===== src/rtl/fxsm_pkg.sv =====
package fxsm_pkg;
   typedef enum logic {
      MAG_ADD = 1'b0,
      MAG_SUB = 1'b1
   } mag_op_e;
endpackage


===== src/rtl/fxsm_mag_order.sv =====
module fxsm_mag_order #(
   parameter int W = 15
) (
   input  logic [W-1:0] x_mag,
   input  logic [W-1:0] y_mag,
   output logic         y_wins,
   output logic [W-1:0] big_mag,
   output logic [W-1:0] small_mag
);
   always_comb begin
      y_wins    = (y_mag > x_mag);
      big_mag   = y_wins ? y_mag : x_mag;
      small_mag = y_wins ? x_mag : y_mag;
   end

   always_comb begin
      p_order_r3: assert (big_mag >= small_mag)
         else $error("p_order_r3: larger magnitude below smaller");
   end
endmodule


===== src/rtl/fxsm_mag_arith.sv =====
module fxsm_mag_arith
   import fxsm_pkg::*;
#(
   parameter int W = 15
) (
   input  mag_op_e      op,
   input  logic [W-1:0] big_mag,
   input  logic [W-1:0] small_mag,
   output logic [W-1:0] res_mag
);
   // The carry out of the top magnitude bit is dropped on purpose.
   always_comb begin
      if (op == MAG_SUB) res_mag = big_mag - small_mag;
      else               res_mag = big_mag + small_mag;
   end

   always_comb begin
      if (op == MAG_SUB)
         p_sub_bound_r3: assert (res_mag <= big_mag)
            else $error("p_sub_bound_r3: difference exceeds minuend");
   end
endmodule


===== src/rtl/fxsm_sign_pick.sv =====
module fxsm_sign_pick (
   input  logic sign_x,
   input  logic sign_y,
   input  logic y_wins,
   input  logic mag_zero,
   output logic sign_out
);
   always_comb begin
      if (mag_zero)              sign_out = 1'b0;
      else if (sign_x == sign_y) sign_out = sign_x;
      else                       sign_out = y_wins ? sign_y : sign_x;
   end
endmodule


===== src/rtl/fxsm_adder.sv =====
module fxsm_adder
   import fxsm_pkg::*;
#(
   parameter int N = 16,
   parameter int Q = 8
) (
   input  logic [N-1:0] a,
   input  logic [N-1:0] b,
   output logic [N-1:0] c
);
   localparam int MAG_W = N - 1;
   localparam int INT_W = N - Q - 1;

   generate
      if (N < 2) begin : g_bad_width
         $error("fxsm_adder: N must be at least 2");
      end
      if (Q < 0 || INT_W < 0) begin : g_bad_frac
         $error("fxsm_adder: Q must lie in 0..N-1");
      end
   endgenerate

   logic             sa, sb, y_wins, res_sign, mag_zero;
   logic [MAG_W-1:0] ma, mb, big_mag, small_mag, res_mag;
   mag_op_e          op;

   assign sa = a[N-1];
   assign sb = b[N-1];
   assign ma = a[MAG_W-1:0];
   assign mb = b[MAG_W-1:0];
   assign op = (sa == sb) ? MAG_ADD : MAG_SUB;

   fxsm_mag_order #(.W(MAG_W)) u_order (
      .x_mag(ma), .y_mag(mb), .y_wins(y_wins),
      .big_mag(big_mag), .small_mag(small_mag)
   );

   fxsm_mag_arith #(.W(MAG_W)) u_arith (
      .op(op), .big_mag(big_mag), .small_mag(small_mag), .res_mag(res_mag)
   );

   assign mag_zero = (res_mag == '0);

   fxsm_sign_pick u_sign (
      .sign_x(sa), .sign_y(sb), .y_wins(y_wins),
      .mag_zero(mag_zero), .sign_out(res_sign)
   );

   assign c = {res_sign, res_mag};

   always_comb begin
      if (c[MAG_W-1:0] == '0)
         p_zero_pos_r5: assert (!c[N-1])
            else $error("p_zero_pos_r5: negative zero on c");
      if (sa == sb && c[MAG_W-1:0] != '0)
         p_same_sign_r2: assert (c[N-1] == sa)
            else $error("p_same_sign_r2: sign differs from shared sign");
      if (sa == sb && c[MAG_W-1:0] < ma)
         p_wrap_both_r6: assert (c[MAG_W-1:0] < mb)
            else $error("p_wrap_both_r6: partial wrap");
      if (sa != sb && ma == mb)
         p_cancel_r4: assert (c == '0)
            else $error("p_cancel_r4: cancellation not +0");
      if (sa != sb && ma > mb)
         p_bigger_a_r3: assert (c[N-1] == sa)
            else $error("p_bigger_a_r3: sign not from a");
   end
endmodule


===== config.mk =====
export PLATFORM = sky130hd
export DESIGN_NAME = fxsm_adder
export DESIGN_NICKNAME = d
export VERILOG_FILES = /design/src/rtl/fxsm_pkg.sv /design/src/rtl/fxsm_mag_order.sv /design/src/rtl/fxsm_mag_arith.sv /design/src/rtl/fxsm_sign_pick.sv /design/src/rtl/fxsm_adder.sv
export SDC_FILE = /design/constraint.sdc
export NUM_CORES = 1
export LEC_CHECK = 0
export ABC_AREA = 1
export ABC_CLOCK_PERIOD_IN_PS = 6800
export BUFFER_PORTS_ARGS = -buffer_cell sky130_fd_sc_hd__buf_2
export CELL_PAD_IN_SITES_DETAIL_PLACEMENT = 2
export CELL_PAD_IN_SITES_GLOBAL_PLACEMENT = 2
export CORE_MARGIN = 4
export CORE_UTILIZATION = 30
export DETAILED_ROUTE_END_ITERATION = 6
export PLACE_DENSITY_LB_ADDON = 0.05
export REMOVE_ABC_BUFFERS = 1
export SLEW_MARGIN = 40
export SYNTH_ARGS = -nofsm -noshare
export SYNTH_HDL_FRONTEND = slang
export SYNTH_HIERARCHICAL = 1
export SYNTH_SLANG_ARGS = --single-unit

===== constraint.sdc =====
create_clock -name vclk -period 6.8
set_input_delay 0.68 -clock vclk [all_inputs]
set_output_delay 0.68 -clock vclk [all_outputs]
set_load 0.02 [all_outputs]

Word level (Yosys, flattened, before mapping)
Cells that the tools add are included.
W data, S select, Z words.
- bits in registers: 0
- logic and storage cells: 11
- magnitude comparators: 1
- reduce and logical (&&, ||, !) cells: 1
- muxes and demuxes: 6
- equal/unequal tests: 1
- add/subtract/negate cells: 2
- operators with widths (operator ; number):
    $mux W15 ; 3
    $add A15 B15 Y15 ; 1
    $gt A15 B15 Y1 ; 1
    $logic_not A15 Y1 ; 1
    $sub A15 B15 Y15 ; 1
    $mux W1 ; 3
    $eq A1 B1 Y1 ; 1

Logic depth before layout (Yosys ltp)
- depth in word-level cells: 6
- depth in mapped cells: 41
- mapped depth without buffers: 39

Cells and area by module
The synthesis kept the hierarchy.
- by module, submodules not included (module ; instances ; seq. area each (um^2) ; cells each ; area an instance (um^2)):
    fxsm_mag_arith ; 1 ; 0.0 ; 245 ; 1301.2
    fxsm_mag_order ; 1 ; 0.0 ; 175 ; 889.6
    fxsm_adder ; 1 ; 0.0 ; 30 ; 121.4
    fxsm_sign_pick ; 1 ; 0.0 ; 6 ; 25.0

Worst setup path before layout
Ideal clock, no wire load.
- path type: input to output
- start: input port a[14]
- end: output port c[15]
- path slack: 1946 ps
- data required time: 6120 ps
- arrival time: 4174 ps
- stages on the path: 37
- cell sequence: inv_1 -> ha_1 -> nand2_1 -> nor2_2 -> inv_2 -> nor2_4 -> nand4_2 -> nand2_2 -> buf_6 -> nand2_1 -> nand2_1 -> inv_2 -> ha_1 -> nand3_4 -> nor2_4 -> nor2_1 -> xor2_1 -> inv_1 -> ha_1 -> nand2_1 -> inv_2 -> nand2_1 -> inv_2 -> and2_1 -> nand2_1 -> nand2_1 -> nand2_1 -> nand2_1 -> inv_1 -> nand2_1 -> nor2_1 -> nand2_1 -> nor2_1 -> inv_1 -> nand2_1 -> nor2_2 -> buf_4
- longest elaborated chain between the ends: 6
- elaborated cells between the ends (all ways): 10
- those cells by class: 2 x add/sub; 1 x order compare; 6 x mux; 1 x reduce/logical
- RTL lines (element ; RTL line ; RTL):
    from (decl) ; fxsm_adder.sv:7 ; input logic [N-1:0] a,
    $gt A15 B15 Y1 (*) ; fxsm_mag_order.sv:11 ; y_wins = (y_mag > x_mag);
    $mux W15 (*) ; fxsm_mag_order.sv:13 ; small_mag = y_wins ? x_mag : y_mag;
    named net small_mag[0] ; fxsm_adder.sv:24 ; logic [MAG_W-1:0] ma, mb, big_mag, small_mag, res_mag;
    $sub A15 B15 Y15 or $add A15 B15 Y15 (tied branches) ; fxsm_mag_arith.sv:13, fxsm_mag_arith.sv:14 ;
    $mux W15 (*) ; fxsm_mag_arith.sv:13 ; if (op == MAG_SUB) res_mag = big_mag - small_mag;
    named net c[13] ; fxsm_adder.sv:9 ; output logic [N-1:0] c
    $logic_not A15 Y1 (*) ; - ;
    named net mag_zero ; fxsm_adder.sv:23 ; logic sa, sb, y_wins, res_sign, mag_zero;
    $mux W1 (*) ; fxsm_sign_pick.sv:9 ; if (mag_zero) sign_out = 1'b0;
    to (decl) ; fxsm_adder.sv:9 ;
The timed path passes the listed nets; every way through them passes the cells marked *.

Worst setup path in the final report
- start: input port a[14]
- end: output port c[15]
- longest elaborated chain between the ends: 6
- elaborated cells between the ends (all ways): 10
- those cells by class: 2 x add/sub; 1 x order compare; 6 x mux; 1 x reduce/logical
- RTL lines (element ; RTL line):
    $gt A15 B15 Y1 (*) ; fxsm_mag_order.sv:11
    $mux W15 (*) ; fxsm_mag_order.sv:13
    named net small_mag[0] ; fxsm_adder.sv:24
    $sub A15 B15 Y15 or $add A15 B15 Y15 (tied branches) ; fxsm_mag_arith.sv:13, fxsm_mag_arith.sv:14
    $mux W15 (*) ; fxsm_mag_arith.sv:13
    $logic_not A15 Y1 (*) ; -
    named net mag_zero ; fxsm_adder.sv:23
    $mux W1 (*) ; fxsm_sign_pick.sv:9
Marks and branches as above.

==> results by group <==
Cells and area
  – Layout cells sized above 1: approximately 17%
  – Total Nets Final: 560
  – Most frequent cells in the layout: 173 x sky130_fd_sc_hd__nand2_1, 77 x sky130_fd_sc_hd__inv_1, 48 x sky130_fd_sc_hd__buf_2, 48 x sky130_fd_sc_hd__nand3_1
  – Number of inserted diodes: 0
  – Number of sequential storage elements: 0
  – Util after Layout: ~36%
  – Final Non-Filler Cells: 594
  – Area added between synthesis and finish: 12.9%
  – Clock buffers: 0
  – Register Area: 0 um^2
  – Commonest non-fill, non-tap cell in the layout: sky130_fd_sc_hd__nand2_1

Global route
  – Number of antenna violations at the first check in global routing: 0
  – Global-route congestion overflow total: 0
  – Maximum number of pins on one net before global-route repair: 32
  – First-pass GRT wire length: about 14000 um
  – Total track usage: between 10% and 20%
  – Vias in the first global route: 3009

Run status
  – Run status: complete, no violations

Critical path
  – CP dominant cell by count: sky130_fd_sc_hd__nand2_1
  – Biggest cell delay along the critical path: 0.46 ns
  – Critical-path maximum fanout: 31
  – Start point of the critical path: a[14]
  – Slowest cell on the critical path: sky130_fd_sc_hd__nand2_2
  – Critical path start-end classification: input pin to output port
  – Worst endpoint data arrival time: roughly 5 ns
  – Required @ worst endpoint: 6.12 ns
  – CP Launch Type: input pin
  – Critical Path Sink Type: output port

Place
  – Post-place setup slack: 0.905 ns
  – Number of buffers inserted by port buffering: 48
  – Placer's final routability congestion estimate: 0.831
  – Detailed placer's ending HPWL: 7440 um
  – Number of placed instances, taps included: about 590

Timing
  – Final setup violation count: 0
  – Final number of hold-violating endpoints: 0
  – Final worst path period need: just under 6 ns
  – Worst rel slew slack: between 50% and 60%
  – Final setup TNS: 0 ns
  – RSZ-0062 raised after global routing: false
  – Part of the cycle the worst path needs: between 80% and 90%
  – Max Freq: 171 MHz
  – Slew at the pin with the worst max-slew slack: 0.649 ns
  – PnR worst setup slack: approximately 0.97 ns
  – Pins over their slew limit: 0

Route
  – Via Count: around 2900
  – Post-DRT Antenna Nets: 0
  – Via count normalized by instance count: a little under 5
  – Average routed wire per standard cell: about 14 um
  – Pre-antenna DRT Iters: 4
  – Final WL: around 8100 um
  – Detailed router's first-iteration violation count: 57
  – Number of remaining DRC errors: 0

Floorplanning
  – Standard-cell row count: 31
  – Die Footprint: slightly above 9000 um^2
  – Total core area: approximately 7400 um^2
  – Die Wd: 96.3 um
  – Effective utilization at floorplan: between 30% and 40%
  – IO Pins: 48
  – Vertical die dimension: 96.3 um

Clock tree
  – Post-CTS Repair Setup Buffers: 0
  – CTS Hold Bufs: 0
  – Post-cts gate resize count: 0

Synthesis
  – Yosys warnings: 6
  – Post-Syn Area: 2340 um^2
  – Post-synthesis instance total: ~460
  – Number of unique standard cell types used by synthesis: 31
  – Sequential-to-total area share from yosys stat: 0%
  – Synthesized area divided by synthesized cell count: 5.13 um^2

Power
  – Peak VDD IR: 0.0461 mV
  – Total power divided by cell area: between 200 and 250 nW/um^2
  – Leakage component of the power: about 1.7 nW

Job
  – Reported max-cap violation count: 0

Hold path
  – Hold Crit Class: input pin to output port
  – Startpoint of the lowest-slack hold path: a[15]
  – Hold depth: 4
critical path, delay by kind of cell:
| kind | cells | cell delay [ns] |
|---|---|---|
| buffers and inverters | 11 | 0.90 |
| xor gates and xnor gates | 1 | 0.19 |
| and+or+nand+nor | 23 | 2.51 |
| adders and majority gates | 3 | 0.88 |
path summary, 6_finish.rpt:
path / end / slack [ns]
setup / recovery: c[15] / 0.97
hold / removal: c[15] / 1.75
cell usage after synthesis (all sizes together):
master	number	area share [%]
ha	30	16
xnor2	3	1.1
o21ai	8	1.9
nand3	49	11
nand3b	2	0.64
nand2	181	30
inv	87	14
clkbuf	1	0.16
xor2	14	5.2
nor3	3	1.3
nand4	7	2.1
fa	1	0.86
a21oi	15	3.2
nor2	41	8.2
o21bai	1	0.32
and2	1	0.27
a21o	1	0.32
buf	10	3.2
clkinv	1	0.16
report_power, final:
group	total (mW)	switching (mW)	internal [mW]	leakage (nW)
sequential	0	0	0	0
clock	0	0	0	0
combinational	0.621	0.419	0.202	1.70
routing by layer:
metal  wire, um  vias up  GRT usage [%]
li1           -     1479              -
met5          0        -              0
met2       4210       31           36.2
met1       3710     1352           22.5
met4         78        0           1.78
met3        142        6          0.547
kinds of logic (layout without fill, tap and decap cells):
family                   count (synthesis)  in the layout  share of synthesized area, %
AND/OR/NAND/NOR                        284            284                          53.5
buffers and inverters                   99            138                          17.5
adder cells (fa/ha/maj)                 31             31                          16.9
AO/OA/AOI/OAI                           25             25                          5.73
XOR/XNOR                                17             17                          6.37
metrics by stage:
step                cell area, um^2  total power [mW]  hold slack [ns]
CTS                            2640             0.636             1.76
detailed placement             2640             0.635             1.76
global placement               2640             0.615             1.75
finish                         2640             0.621             1.75
floorplan                      2260             0.446             1.55
global route                   2640             0.712             1.79
area by class of cell:
| class | instances | area [um^2] |
|---|---|---|
| fillers | 1040 | 4770 |
| well taps | 99 | 124 |
| repair buffers | 50 | 255 |
| inverters | 88 | 330 |
| multi-input cells | 357 | 1930 |
Power figures use the tool's default switching activity.
